<file path="config.mk">
export PLATFORM = sky130hd
export DESIGN_NAME = dgs_gain_mux
export DESIGN_NICKNAME = d
export VERILOG_FILES = /design/src/rtl/dgs_pkg.sv /design/src/rtl/dgs_sync.sv /design/src/rtl/dgs_select.sv /design/src/rtl/dgs_lanes.sv /design/src/rtl/dgs_gain_mux.sv
export SDC_FILE = /design/constraint.sdc
export NUM_CORES = 1
export LEC_CHECK = 0
export CAP_MARGIN = 20
export CELL_PAD_IN_SITES_DETAIL_PLACEMENT = 0
export CELL_PAD_IN_SITES_GLOBAL_PLACEMENT = 1
export CORE_MARGIN = 2
export CORE_UTILIZATION = 36
export CTS_CLUSTER_DIAMETER = 150
export CTS_CLUSTER_SIZE = 16
export DETAILED_ROUTE_END_ITERATION = 8
export PLACE_DENSITY = 0.91
export SETUP_SLACK_MARGIN = 0.5
export SKIP_CTS_REPAIR_TIMING = 1
export SYNTH_ARGS = -nofsm -noshare
export SYNTH_HDL_FRONTEND = slang
export SYNTH_SLANG_ARGS = --single-unit
</file>
<file path="constraint.sdc">
create_clock -name clk -period 3.15 [get_ports clk]
set_input_delay 0.945 -clock clk [delete_from_list [all_inputs] [get_ports clk]]
set_output_delay 0.945 -clock clk [all_outputs]
set_load 0.005 [all_outputs]
</file>
<file path="src/rtl/dgs_pkg.sv">
package dgs_pkg;

    // which half of the sample period the lanes are in
    typedef enum logic {
        SLOT_HI = 1'b0,
        SLOT_LO = 1'b1
    } slot_e;

    localparam int DGS_SMP_W_DEF = 12;

endpackage

</file>
<file path="src/rtl/dgs_sync.sv">
module dgs_sync #(
    parameter int STAGES = 2
) (
    input  logic clk,
    input  logic rst,
    input  logic d_i,
    output logic q_o
);

    typedef struct packed {
        logic [STAGES-1:0] chain;
    } sync_t;

    sync_t s_d, s_q;

    always_comb begin
        s_d = s_q;
        s_d.chain[0] = d_i;
        for (int k = 1; k < STAGES; k++) begin
            s_d.chain[k] = s_q.chain[k-1];
        end
    end

    always_ff @(posedge clk) begin
        if (rst) s_q <= '0;
        else     s_q <= s_d;
    end

    assign q_o = s_q.chain[STAGES-1];

endmodule

</file>
<file path="src/rtl/dgs_select.sv">
module dgs_select #(
    parameter int SMP_W      = 12,
    parameter int SAT_THRESH = 4000,
    localparam int FRAME_W   = 2*SMP_W + 2
) (
    input  logic               clk,
    input  logic               rst,
    input  logic               cap_i,
    input  logic               force_i,
    input  logic [SMP_W-1:0]   hi_i,
    input  logic [SMP_W-1:0]   med_i,
    input  logic [SMP_W-1:0]   lo_i,
    output logic [FRAME_W-1:0] frame_o,
    output logic               valid_o
);

    localparam logic [SMP_W-1:0] THR = SMP_W'(SAT_THRESH);

    typedef struct packed {
        logic [FRAME_W-1:0] frame;
        logic               valid;
    } sel_t;

    sel_t st_d, st_q;
    logic               use_lo;
    logic [SMP_W-1:0]   pick;
    logic [FRAME_W-2:0] body;

    always_comb begin
        use_lo = force_i | (hi_i >= THR);
        pick   = use_lo ? lo_i : hi_i;
        body   = {med_i, pick, use_lo};
        st_d   = st_q;
        if (cap_i) begin
            st_d.frame = {body, ^body};
            st_d.valid = 1'b1;
        end
    end

    always_ff @(posedge clk) begin
        if (rst) st_q <= '0;
        else     st_q <= st_d;
    end

    assign frame_o = st_q.frame;
    assign valid_o = st_q.valid;


    med_kept_chk: assert property (@(posedge clk) disable iff (rst)
        cap_i |=> frame_o[FRAME_W-1 -: SMP_W] == $past(med_i));


    hi_pass_chk: assert property (@(posedge clk) disable iff (rst)
        (cap_i && !force_i && hi_i < THR) |=> (frame_o[SMP_W+1:1] == {$past(hi_i), 1'b0}));


    force_lo_chk: assert property (@(posedge clk) disable iff (rst)
        (cap_i && force_i) |=> (frame_o[SMP_W+1:1] == {$past(lo_i), 1'b1}));

endmodule

</file>
<file path="src/rtl/dgs_lanes.sv">
module dgs_lanes #(
    parameter int FRAME_W = 26,
    localparam int N_LANES = FRAME_W / 2
) (
    input  logic               clk,
    input  logic               rst,
    input  logic [FRAME_W-1:0] frame_i,
    input  logic               valid_i,
    output logic               cap_o,
    output logic [N_LANES-1:0] lane_o,
    output logic               strobe_o
);
    import dgs_pkg::*;

    typedef struct packed {
        slot_e              phase;
        logic [N_LANES-1:0] lanes;
        logic               strobe;
    } ln_t;

    ln_t ln_d, ln_q;
    logic [N_LANES-1:0] upper, lower;

    for (genvar g = 0; g < N_LANES; g++) begin : g_split
        assign upper[g] = frame_i[N_LANES + g];
        assign lower[g] = frame_i[g];
    end

    always_comb begin
        ln_d = ln_q;
        if (ln_q.phase == SLOT_HI) begin
            ln_d.phase  = SLOT_LO;
            ln_d.lanes  = upper;
            ln_d.strobe = valid_i;
        end else begin
            ln_d.phase  = SLOT_HI;
            ln_d.lanes  = lower;
            ln_d.strobe = 1'b0;
        end
    end

    always_ff @(posedge clk) begin
        if (rst) ln_q <= '{phase: SLOT_HI, lanes: '0, strobe: 1'b0};
        else     ln_q <= ln_d;
    end

    // end of sample period: the selector captures here
    assign cap_o    = (ln_q.phase == SLOT_LO);
    assign lane_o   = ln_q.lanes;
    assign strobe_o = ln_q.strobe;


    strobe_alt_chk: assert property (@(posedge clk) disable iff (rst)
        strobe_o |=> !strobe_o);


    reset_quiet_chk: assert property (@(posedge clk)
        rst |=> (lane_o == '0 && !strobe_o));

endmodule

</file>
<file path="src/rtl/dgs_gain_mux.sv">
module dgs_gain_mux #(
    parameter int SMP_W      = dgs_pkg::DGS_SMP_W_DEF,
    parameter int SAT_THRESH = 4000,
    parameter int SYNC_STG   = 2,
    localparam int FRAME_W   = 2*SMP_W + 2,
    localparam int N_LANES   = FRAME_W / 2
) (
    input  logic               clk,
    input  logic               rst,
    input  logic [SMP_W-1:0]   adc_hi_i,
    input  logic [SMP_W-1:0]   adc_med_i,
    input  logic [SMP_W-1:0]   adc_lo_i,
    input  logic               force_lo_i,
    output logic [N_LANES-1:0] lane_o,
    output logic               frame_strobe_o
);

    logic               force_s;
    logic               cap;
    logic [FRAME_W-1:0] frame;
    logic               valid;

    dgs_sync #(.STAGES(SYNC_STG)) u_sync (
        .clk (clk),
        .rst (rst),
        .d_i (force_lo_i),
        .q_o (force_s)
    );

    dgs_select #(.SMP_W(SMP_W), .SAT_THRESH(SAT_THRESH)) u_sel (
        .clk     (clk),
        .rst     (rst),
        .cap_i   (cap),
        .force_i (force_s),
        .hi_i    (adc_hi_i),
        .med_i   (adc_med_i),
        .lo_i    (adc_lo_i),
        .frame_o (frame),
        .valid_o (valid)
    );

    dgs_lanes #(.FRAME_W(FRAME_W)) u_lanes (
        .clk      (clk),
        .rst      (rst),
        .frame_i  (frame),
        .valid_i  (valid),
        .cap_o    (cap),
        .lane_o   (lane_o),
        .strobe_o (frame_strobe_o)
    );


    parity_even_chk: assert property (@(posedge clk) disable iff (rst)
        frame_strobe_o |=> ((^{$past(lane_o), lane_o}) == 1'b0));


    frame_hold_chk: assert property (@(posedge clk) disable iff (rst)
        !cap |=> $stable(frame));

endmodule

</file>
Word-level counts from Yosys, hierarchy flattened
Index checks and enable logic that the tools add are counted.
{"block": "totals", "word_cells": 12, "input_bits": 39, "reg_bits": 44}
{"block": "classes", "bitwise": 1, "n_lt_le_gt_ge": 1, "reduce_logical": 2, "mux": 2}
{"cell": "25-bit XOR reduction", "count": 1}
{"cell": "15-bit 2-to-1 mux", "count": 1}
{"cell": "12-bit greater-or-equal comparator, second input constant", "count": 1}
{"cell": "12-bit 2-to-1 mux", "count": 1}
{"cell": "2-bit OR reduction", "count": 1}
{"cell": "1-bit bitwise OR", "count": 1}

Longest topological paths before layout
{"block": "logic_depth", "word_depth": 4, "depth_mapped": 7, "ltp_nobuf": 7}

Modules after synthesis
A second synthesis with hierarchy kept.
{"block": "unflattened", "hier_cells": 200, "area_unflattened_um2": 1993.2}
{"module": "dgs_select", "n_inst": 1, "area_each_um2": 1416.4, "cells_each": 150}
{"module": "dgs_lanes", "n_inst": 1, "area_each_um2": 524.3, "cells_each": 46}
{"module": "dgs_sync", "n_inst": 1, "area_each_um2": 52.6, "cells_each": 4}

Least setup slack after synthesis
OpenSTA, ideal clock, no wires.
{"block": "synth_timing", "kind": "input to register", "start": "input adc_hi_i[6]", "end": "register u_sel.st_q, in the netlist u_sel.frame_o[0]", "t_arrival_ns": 2.496, "slack_ns": 0.575, "setup_time_ns": 0.079, "path_buffers": 0, "stages": 7, "t_required_ns": 3.071, "cell_sequence": "o2111a_2 > and3_4 > nor2_8 > mux2i_1 > xnor2_1 > xnor3_1 > a211oi_2"}
{"block": "synth_via", "elab_chain_cells": 4}
{"item": "start, declared", "line": "dgs_gain_mux.sv:10", "source": "input logic [SMP_W-1:0] adc_hi_i,"}
{"item": "12-bit greater-or-equal comparator", "line": "dgs_select.sv:30", "source": "use_lo = force_i | (hi_i >= THR);"}
{"item": "1-bit bitwise OR", "line": "dgs_select.sv:30"}
{"item": "12-bit 2-to-1 mux", "line": "dgs_select.sv:31", "source": "pick = use_lo ? lo_i : hi_i;"}
{"item": "25-bit XOR reduction *", "line": "dgs_select.sv:35", "source": "st_d.frame = {body, ^body};"}
{"item": "end signal, assigned", "line": "dgs_select.sv:42", "source": "else st_q <= st_d;"}
{"item": "end, declared", "line": "dgs_select.sv:24", "source": "sel_t st_d, st_q;"}
Every way passes the cells marked *; elsewhere a longest branch is shown, timed or not.
A chain may end at the register's enable or synchronous reset.

Worst setup path in the final report
{"block": "layout_timing", "start": "input adc_hi_i[10]", "end": "register u_sel.st_q, in the netlist u_sel.frame_o[0]"}
Same word-level chain as after synthesis.

==> impl_metrics.py <==
metrics = {
    "cells_and_area": {
        "final_nets": 304,
        "finalNonFillerCells": 338,
        "area_growth_pct": 38.16,
        "multi_input_area_um2": 1091,
        "n_fill_cell": 530,
        "final_cell_area_um2": 2768,
        "regArea_um2": 882.1,
        "drive_above_1_share_pct": 11.65,
        "diodes": 0,
    },
    "detailed_routing": {
        "route.detailed.drc": 0,
        "routedWlPerCell_um": 12.74,
        "firstDrtPassIters": 4,
        "ant_nets": 0,
        "via_per_inst": 4.828,
        "wl_um": 4307,
        "vias": 1632,
        "drt_first_iter_violations": 75,
    },
    "min_path": {
        "hold_end": "u_sync.s_q[1]",
        "hp-class": "register to register",
        "holdCritStartpoint": "u_sync.s_q[0]",
        "hold_depth": 1,
    },
    "outcome": {
        "status": "finished, final reports clean",
    },
    "power_and_ir_drop": {
        "p_total_w": 0.001330,
        "powerDensity_nw_per_um2": 480.7,
        "ir_worst_vdd_uv": 299.4,
        "p_leak_nw": 1.101,
    },
    "logic_synthesis": {
        "ys_async_sr_fraction_pct": 0,
        "synth_warnings": 0,
        "synth-edff-count": 0,
        "synthesis.nets": 253,
        "postSynthAreaPerCell_um2": 9.361,
        "ys_seq_elements": 44,
        "synth_cells": 214,
        "synth-seq-area-share_pct": 43.97,
        "synthFlopType": "dfxtp_1",
        "synth.cell_area_um2": 2003,
        "synth.distinct_cells": 27,
    },
    "cts": {
        "root_buffer": "clkbuf_8",
        "numClockSinks": 44,
        "clk_latency_ns": 0.29,
        "htreeDepth": 2,
        "cts_tree": "yes",
        "clk_pin_slew_ns": 0.08,
        "clockBufferDepth": 2,
        "cts_buffers": 5,
    },
    "die": {
        "io_pins": 53,
        "die_area_um2": 6177,
        "dieWidth_um": 78.60,
        "coreArea_um2": 5439,
        "die_y_um": 78.60,
        "start_util_pct": 36.83,
        "num_rows": 27,
    },
    "global_route": {
        "grt-ovfl-total": 0,
        "antenna_found_initial": 0,
        "groute.usage.overall_pct": 14.59,
        "grt_pass1_vias": 1570,
        "grt_pass1_wl_um": 7065,
        "grt_max_degree": 68,
    },
    "sta": {
        "fmax_mhz": 380.5,
        "rsz0062_at_grt": "false",
        "hold_viol": 0,
        "slew_headroom_pct": 32.67,
        "fin_ws_ns": 0.5220,
        "setup_viol": 0,
        "fin_skew_ns": 0.006716,
        "timing.final.crit_share_pct": 83.43,
        "worstMarginPinSlew_ns": 1.010,
        "period_minus_slack_ns": 2.628,
        "drv_slew": 0,
    },
    "setup_path": {
        "reg2reg_depth": 6,
        "setup.worst_path.start": "adc_hi_i[10]",
        "critPathLaunchType": "primary input",
        "critical_path.endpoint_type": "register",
        "regToRegEndpoint": "u_sel.frame_o[0]",
        "worstPathMaxFanout": 3,
        "reg2reg_slack_ns": 1.19,
        "crit_type": "primary input to register",
        "reg2reg_from": "u_sync.s_q[1]",
        "critPathArrivalTime_ns": 2.85,
        "required_ns": 3.37,
    },
    "place": {
        "dp_slack_ns": -0.008112,
        "numPortBuffers": 52,
        "dp_cells": 329,
        "post-dp-hpwl_um": 3079,
        "gp_congestion": 0.7677,
        "dpl_cell_area_um2": 2545,
    },
    "run": {
        "maxCapViolCount": 0,
    },
}
power by group:
group | total [W] | switching [W] | internal, W | leakage [nW]
clock network | 0.000424 | 0.000189 | 0.000235 | 0.0541
logic | 0.000287 | 0.000115 | 0.000171 | 0.686
registers | 0.000620 | 0.0000288 | 0.000591 | 0.361
total | 0.00133 | 0.000333 | 0.000997 | 1.10
layer usage:
metal | vias up | global-route usage (%) | share of wire [%]
met2 | 29 | 24.70 | 51
met3 | 6 | 3.793 | 4.2
met5 | - | 0 | 0
met4 | 0 | 5.263 | 1.2
met1 | 761 | 17.80 | 44
li1 | 836 | - | -
cell usage after synthesis, types with 3 or more instances:
cell type | number | share of area (%)
clkbuf_8 | 4 | 2.7
a21oi_1 | 32 | 8.0
o22ai_1 | 3 | 0.94
xor2_1 | 5 | 2.2
dfxtp_1 | 44 | 44
o221ai_1 | 5 | 2.2
a211oi_1 | 8 | 3.0
nor2_1 | 14 | 2.6
nand2_1 | 25 | 4.7
clkbuf_1 | 8 | 1.5
mux2i_1 | 8 | 4.0
xnor2_1 | 22 | 9.6
a31oi_1 | 4 | 1.2
nand2b_1 | 17 | 5.3
how the worst max path moves through the flow:
stage / end / slack, ns / cells past startpoint
after floorplan: u_sel.frame_o[0] / 0.58 / 7
after global placement: u_sel.frame_o[0] / 0.08 / 8
after detailed placement: u_sel.frame_o[0] / -0.008 / 8
after CTS: u_sel.frame_o[0] / 0.30 / 8
after global routing: u_sel.frame_o[0] / 0.47 / 8
final: u_sel.frame_o[0] / 0.52 / 8
cell type report:
type / count / share of cell area (%)
Sequential cell: 44 / 31.87
Clock buffer: 5 / 2.486
Multi-Input combinational cell: 156 / 39.42
Timing Repair Buffer: 58 / 21.43
Clock inverter: 3 / 1.537
Tap cell: 72 / 3.255
kinds of logic (layout without fill, tap and decap cells):
| kind of cell | count (synthesis) | in the layout | share of synthesized area [%] |
|---|---|---|---|
| flip-flops | 44 | 44 | 43.97 |
| multiplexers | 8 | 8 | 3.998 |
| XOR/XNOR | 28 | 28 | 12.93 |
| buffers and inverters | 14 | 66 | 5.371 |
| AND/OR/NAND/NOR | 62 | 62 | 15.43 |
| AO/OA/AOI/OAI | 58 | 58 | 18.30 |
state kept, by name (all words and copies together), names as in the netlist:
signal,flops
u_lanes.strobe_o,1
u_lanes.cap_o,1
u_sel.valid_o,1
u_lanes.lane_o,13
u_sync.s_q,2
u_sel.frame_o,26
worst max-delay path: stages:
cell and delay [ns]:
clkdlybuf4s50_1 0.44, o211a_1 0.17, buf_4 0.14, a31oi_1 0.26, o22ai_2 0.13, xnor2_1 0.22, xnor3_1 0.34, a211oi_2 0.20
placed cells by master (no fill, tap or decap), drive strengths merged, types with 2 or more instances in the layout:
| cell | count |
|---|---|
| dfxtp | 44 |
| clkdlybuf4s50 | 41 |
| a21oi | 32 |
| nand2 | 25 |
| xnor2 | 22 |
| nand2b | 17 |
| nor2 | 15 |
| dlymetal6s2s | 11 |
| a211oi | 9 |
| mux2i | 8 |
| buf | 6 |
| o221ai | 5 |
| clkbuf | 5 |
| xor2 | 5 |
| a31oi | 4 |
| o22ai | 3 |
| nor2b | 2 |
through the flow:
stage	hold slack [ns]	setup TNS [ns]	util (%)
after global placement	0.4203	0	46.79
after detailed placement	0.4430	-0.008112	46.79
after global routing	0.4807	0	50.89
after CTS	0.4608	0	48.84
after floorplan	0.4138	0	-
final	0.4556	0	50.89
(Power assumes the default switching activity.)
